File: config.mk
export PLATFORM = sky130hd
export DESIGN_NAME = ifr_tx_seq
export DESIGN_NICKNAME = d
export VERILOG_FILES = /design/src/rtl/ifr_pkg.sv /design/src/rtl/ifr_crc_step.sv /design/src/rtl/ifr_arb_det.sv /design/src/rtl/ifr_ign_win.sv /design/src/rtl/ifr_tx_seq.sv
export SDC_FILE = /design/constraint.sdc
export NUM_CORES = 1
export LEC_CHECK = 0
export BUFFER_PORTS_ARGS = -buffer_cell sky130_fd_sc_hd__buf_2
export CAP_MARGIN = 20
export CORE_ASPECT_RATIO = 2
export CORE_UTILIZATION = 65
export CTS_BUF_LIST = sky130_fd_sc_hd__clkbuf_2
export DETAILED_ROUTE_END_ITERATION = 16
export PLACE_DENSITY = 0.87
export SLEW_MARGIN = 15
export SYNTH_ARGS = -nofsm -noshare
export SYNTH_HDL_FRONTEND = slang
export SYNTH_SLANG_ARGS = --single-unit
File: constraint.sdc
create_clock -name clk -period 5.4 [get_ports clk]
set_input_delay 0.81 -clock clk [delete_from_list [all_inputs] [get_ports clk]]
set_output_delay 0.81 -clock clk [all_outputs]
set_load 0.02 [all_outputs]
File: src/rtl/ifr_pkg.sv
`timescale 1ns/1ps
package ifr_pkg;
    typedef enum logic [1:0] {
        SYM_NORM = 2'd0,
        SYM_BIT  = 2'd1,
        SYM_EOD  = 2'd2
    } sym_kind_e;

    typedef enum logic [2:0] {
        ST_IDLE,
        ST_NORM,
        ST_DATA,
        ST_BOUND,
        ST_CRC,
        ST_EOD,
        ST_PAD
    } seq_st_e;
endpackage

File: src/rtl/ifr_crc_step.sv
`timescale 1ns/1ps
module ifr_crc_step #(
    parameter int          W    = 8,
    parameter logic [W-1:0] POLY = 8'h1D
) (
    input  logic [W-1:0] crc_in,
    input  logic         bit_in,
    output logic [W-1:0] crc_out
);
    logic fb;
    always_comb begin
        fb      = crc_in[W-1] ^ bit_in;
        crc_out = {crc_in[W-2:0], 1'b0} ^ (fb ? POLY : '0);
    end
endmodule

File: src/rtl/ifr_arb_det.sv
`timescale 1ns/1ps
module ifr_arb_det (
    input  logic accept,
    input  logic is_bit,
    input  logic drove,
    input  logic seen,
    output logic lost
);
    // recessive one driven, dominant zero observed
    always_comb lost = accept && is_bit && drove && !seen;
endmodule

File: src/rtl/ifr_ign_win.sv
`timescale 1ns/1ps
module ifr_ign_win #(
    parameter int IGN_CYC = 2
) (
    input  logic clk,
    input  logic rst,
    input  logic eod_seen,
    output logic blocked
);
    localparam int CW = $clog2(IGN_CYC + 1) + 1;

    logic [CW-1:0] cnt_d, cnt_q;

    always_comb begin
        cnt_d = cnt_q;
        if (eod_seen)
            cnt_d = CW'(IGN_CYC);
        else if (cnt_q != '0)
            cnt_d = cnt_q - 1'b1;
        blocked = eod_seen || (cnt_q != '0);
    end

    always_ff @(posedge clk) begin
        if (rst) cnt_q <= '0;
        else     cnt_q <= cnt_d;
    end
endmodule

File: src/rtl/ifr_tx_seq.sv
`timescale 1ns/1ps
module ifr_tx_seq #(
    parameter int            DW       = 8,
    parameter int            IGN_CYC  = 2,
    parameter logic [DW-1:0] CRC_POLY = 8'h1D,
    parameter logic [DW-1:0] CRC_INIT = '1
) (
    input  logic          clk,
    input  logic          rst,
    input  logic [DW-1:0] data_in,
    input  logic          data_wr,
    input  logic          req_set,
    input  logic          eod_set,
    input  logic          lost_clr,
    input  logic          rx_eod,
    input  logic          sym_ready,
    input  logic          rx_bit,
    output logic          sym_valid,
    output logic [1:0]    sym_kind,
    output logic          sym_bit,
    output logic          req_flag,
    output logic          tdre,
    output logic          lost_flag
);
    import ifr_pkg::*;

    localparam int CW = $clog2(DW);
    localparam logic [CW-1:0] LAST_IDX = CW'(DW - 1);

    typedef struct packed {
        seq_st_e       st;
        logic [DW-1:0] hold;
        logic          hold_full;
        logic [DW-1:0] shreg;
        logic [CW-1:0] cnt;
        logic [DW-1:0] crc;
        logic          req;
        logic          eod;
        logic          tdre;
        logic          lost;
    } seq_state_t;

    seq_state_t    q, d;
    logic          accept;
    logic          blocked;
    logic          arb_lost;
    logic [DW-1:0] crc_nx;

    ifr_ign_win #(.IGN_CYC(IGN_CYC)) u_win (
        .clk      (clk),
        .rst      (rst),
        .eod_seen (rx_eod),
        .blocked  (blocked)
    );

    ifr_crc_step #(.W(DW), .POLY(CRC_POLY)) u_crc (
        .crc_in  (q.crc),
        .bit_in  (q.shreg[DW-1]),
        .crc_out (crc_nx)
    );

    ifr_arb_det u_arb (
        .accept (accept),
        .is_bit (sym_kind == SYM_BIT),
        .drove  (sym_bit),
        .seen   (rx_bit),
        .lost   (arb_lost)
    );

    // symbol offer derived from the registered state only
    always_comb begin
        sym_valid = 1'b0;
        sym_kind  = SYM_BIT;
        sym_bit   = 1'b0;
        unique case (q.st)
            ST_NORM: begin sym_valid = 1'b1; sym_kind = SYM_NORM; end
            ST_EOD:  begin sym_valid = 1'b1; sym_kind = SYM_EOD;  end
            ST_DATA, ST_CRC: begin
                sym_valid = 1'b1;
                sym_bit   = q.shreg[DW-1];
            end
            ST_PAD:  begin sym_valid = 1'b1; sym_bit = 1'b1; end
            default: ;
        endcase
        accept = sym_valid && sym_ready;
    end

    always_comb begin
        d = q;

        // host side
        if (data_wr) begin
            d.hold      = data_in;
            d.hold_full = 1'b1;
            d.tdre      = 1'b0;
        end
        if (eod_set && q.req) begin
            d.eod  = 1'b1;
            d.tdre = 1'b0;
        end
        if (req_set && !blocked)
            d.req = 1'b1;
        if (lost_clr)
            d.lost = 1'b0;

        // sequencing
        unique case (q.st)
            ST_IDLE: begin
                if (q.req && q.hold_full && !blocked) begin
                    d.st  = ST_NORM;
                    d.crc = CRC_INIT;
                end
            end
            ST_NORM: begin
                if (accept) begin
                    d.shreg     = q.hold;
                    d.hold_full = data_wr;
                    d.tdre      = !data_wr && !d.eod;
                    d.cnt       = LAST_IDX;
                    d.st        = ST_DATA;
                end
            end
            ST_DATA, ST_CRC: begin
                if (accept) begin
                    if (arb_lost) begin
                        d.lost = 1'b1;
                        d.req  = 1'b0;
                        d.tdre = 1'b0;
                        d.eod  = 1'b0;
                        if (q.cnt == '0) begin
                            d.st  = ST_PAD;
                            d.cnt = CW'(1);
                        end else begin
                            d.st = ST_IDLE;
                        end
                    end else begin
                        if (q.st == ST_DATA)
                            d.crc = crc_nx;
                        d.shreg = {q.shreg[DW-2:0], 1'b0};
                        if (q.cnt == '0)
                            d.st = (q.st == ST_DATA) ? ST_BOUND : ST_EOD;
                        else
                            d.cnt = q.cnt - 1'b1;
                    end
                end
            end
            ST_BOUND: begin
                if (q.hold_full) begin
                    d.shreg     = q.hold;
                    d.hold_full = data_wr;
                    d.tdre      = !data_wr && !d.eod;
                    d.cnt       = LAST_IDX;
                    d.st        = ST_DATA;
                end else if (q.eod) begin
                    d.shreg = ~q.crc;
                    d.cnt   = LAST_IDX;
                    d.st    = ST_CRC;
                end
            end
            ST_EOD: begin
                if (accept) begin
                    d.st   = ST_IDLE;
                    d.req  = 1'b0;
                    d.eod  = 1'b0;
                    d.tdre = 1'b0;
                end
            end
            ST_PAD: begin
                if (accept) begin
                    if (q.cnt == '0) d.st = ST_IDLE;
                    else             d.cnt = q.cnt - 1'b1;
                end
            end
            default: d.st = ST_IDLE;
        endcase
    end

    always_ff @(posedge clk) begin
        if (rst) begin
            q.st        <= ST_IDLE;
            q.hold      <= '0;
            q.hold_full <= 1'b0;
            q.shreg     <= '0;
            q.cnt       <= '0;
            q.crc       <= CRC_INIT;
            q.req       <= 1'b0;
            q.eod       <= 1'b0;
            q.tdre      <= 1'b0;
            q.lost      <= 1'b0;
        end else begin
            q <= d;
        end
    end

    assign req_flag  = q.req;
    assign tdre      = q.tdre;
    assign lost_flag = q.lost;
endmodule

==> impl_metrics.ini <==
[worst_setup_path]
crit_arrival_ps = 1970
worstSetupStartpointType = flip-flop
endpoint_kind = output port
required_ps = 4590
path_class = reg2out
crit_fanout = 25

[sta]
drv_slew = 0
clock.fmax_ghz = 0.360
rsz0062_at_grt = no
maxSlewHeadroom = 0.395
fin_skew_ps = 35.5
finalSetupViolations = 0
finalSetupTns_ps = 0
hold_viol = 0
period_share = 0.515
min_period_ps = 2780
worst_pin_slew_ps = 902

[place]
gp_congestion = 0.936
portBuffers = 23
dp_cells = 303
hpwl_um = 3930

[layout]
areaGrowthSynthToFinish_pct = 4.62
fin_nets = 298
regArea_um2 = 761
postLayoutCoreUtil = 0.719
fill_cells = 274
num_antenna_cells = 0
fin_cells = 311
multi_input_area_um2 = 1320
drive_gt1_frac = 0.154

[floorplanning]
rows = 29
io_pins = 24
fp.dieW_um = 43.3
core_region_area_um2 = 3230
die-area_um2 = 3670
initial_core_util = 0.687
die_y_um = 84.6

[routing]
route.detailed.drc = 2
first_pass_iters = 10
postRouteAntennaNets = 0
wl_um = 5340
vias = 1999
vias_per_cell = 6.43
wl_per_cell_um = 17.2
drtIter0Drc = 58

[power]
power_frac_comb = 0.477
p_switching_mw = 0.481
p_int_mw = 0.578
power_leakage_nw = 0.890
pwr_density_cell_nw_per_um2 = 456
seq_power_share = 0.405
peakVddDrop_mv = 0.270
clkPwrFrac = 0.118
p_sw_frac = 0.454

[synth]
synth.area.top_cells = dfxtp_1, mux2i_1, nor2_1
synth_edf_count = 0
ys_seq_area_frac = 0.343
yosysTopAreaCell = dfxtp_1
netlist.area_leader.share = 0.343
yosys_warnings = 0
ys_async_sr_fraction = 0
synth_seq_cells = 38
synth.avg_cell_area_um2 = 8.34
synth_area_um2 = 2220
synth.distinct_cells = 54
syn_nets = 285
synth_ff_type = dfxtp_1
syn_inst = 266

[cts]
cts_tree = done
cts_resized = 0
cts_setup_buffers = 0
cts_root_buf = clkbuf_2
htree_levels = 2
cts.sinks = 38
clk_pin_slew_ps = 200
clock_latency_ps = 410
hold_buffers = 0
clockBufferDepth = 2
cts_inserted_buffers = 5

[run]
maxCapViolations = 0

[outcome]
violations = DRC
outcome = finished, violations left

[grt]
grt_max_degree = 40
antenna_found_initial = 0
grt-ovfl-total = 0
grt_first_pass_wirelength_um = 8630
grt_pass1_vias = 1876
track_usage = 0.313

[min_path]
hold_path_class = reg2reg
-- path summary, 6_finish.rpt --
kind | cells after the start | end | from | slack [ps]
worst max-delay path | 3 | sym_bit | q[33] | 2620
worst min-delay path | 2 | u_win.cnt_q[1] | u_win.cnt_q[2] | 500
worst max register to register | 5 | q[22] | q[32] | 2920
worst min register to register | 2 | u_win.cnt_q[1] | u_win.cnt_q[2] | 500
-- power by group through the flow --
stage               combinational [mW]  clock (mW)  sequential (mW)
floorplan                        0.459           0            0.374
global placement                 0.490           0            0.427
detailed placement               0.499           0            0.431
CTS                              0.500       0.125            0.424
global route                     0.552       0.138            0.438
finish                           0.505       0.125            0.429
-- critical path, cell delays in order, from the launching register on --
cell,delay [ps]
dfxtp_1,950
maj3_1,330
and2_1,120
buf_2,150
-- registers in the layout (all words and copies together) (netlist names) --
| signal | cells |
|---|---|
| q | 32 |
| u_win.cnt_q | 3 |
| lost_flag | 1 |
| req_flag | 1 |
| tdre | 1 |
-- area by class of cell --
| class | instances | area share |
|---|---|---|
| clock buffers | 6 | 0.0129 |
| clock inverters | 2 | 0.00377 |
| multi-input cells | 200 | 0.570 |
| inverters | 10 | 0.0162 |
| flip-flops and latches | 38 | 0.328 |
| repair buffers | 24 | 0.0528 |
| well taps | 31 | 0.0167 |
-- logic make-up (layout without fill, tap and decap cells) --
group / Yosys count / count (layout) / synth area share
xor gates and xnor gates: 6 / 6 / 0.0237
muxes: 18 / 18 / 0.0812
buffers and inverters: 28 / 42 / 0.0609
AOI/OAI and AO/OA: 84 / 84 / 0.258
DFF: 38 / 38 / 0.343
adders and majority gates: 3 / 3 / 0.0158
and+or+nand+nor: 89 / 89 / 0.218
-- per-layer routing --
metal / wire [um] / global-route usage / vias to the layer above
li1: - / - / 1007
met1: 2050 / 0.331 / 936
met2: 2930 / 0.563 / 42
met3: 177 / 0.0516 / 14
met4: 182 / 0.159 / 0
met5: 0 / 0 / -
-- layout by cell type, fill, tap and decap left out, types with 2 or more instances in the layout --
cell and count:
dfxtp_1 38, nor2_1 37, a21oi_1 26, buf_2 23, mux2i_1 18, o21ai_0 17
a311oi_1 11, nand2b_1 10, inv_1 9, nor3_1 9, nand2_1 9, a211oi_1 6
clkbuf_2 6, xnor2_1 5, nor2b_1 4, or2_2 3, o22ai_1 3, o21a_1 3
nand3b_1 2, nor4b_1 2, a31oi_1 2, o32ai_1 2, o211ai_1 2, ha_1 2
-- synthesized netlist by cell type, drive strengths merged (2+ instances only) --
| cell | n |
|---|---|
| a211oi | 6 |
| ha | 2 |
| a31oi | 2 |
| or4 | 2 |
| xnor2 | 5 |
| o21a | 3 |
| buf | 11 |
| dfxtp | 38 |
| inv | 10 |
| clkbuf | 7 |
| nor4 | 2 |
| nor3 | 9 |
| nand2b | 10 |
| nand3b | 2 |
| o32ai | 3 |
| or2 | 3 |
| a311oi | 11 |
| a21oi | 27 |
| nor2 | 37 |
| nor2b | 4 |
| nor4b | 2 |
| o22ai | 3 |
| o211ai | 2 |
| mux2i | 18 |
| o21ai | 17 |
| nand2 | 9 |
-- through the flow --
step	power [mW]	cell area [um2]	setup WS [ps]	hold slack, ps
after floorplan	0.833	2220	3390	447
after global placement	0.917	2280	2990	467
after detailed placement	0.930	2280	2910	478
after CTS	1.05	2320	2660	505
after global routing	1.13	2320	2480	545
final	1.06	2320	2620	498
No activity file was read; power rests on OpenSTA's default activity.
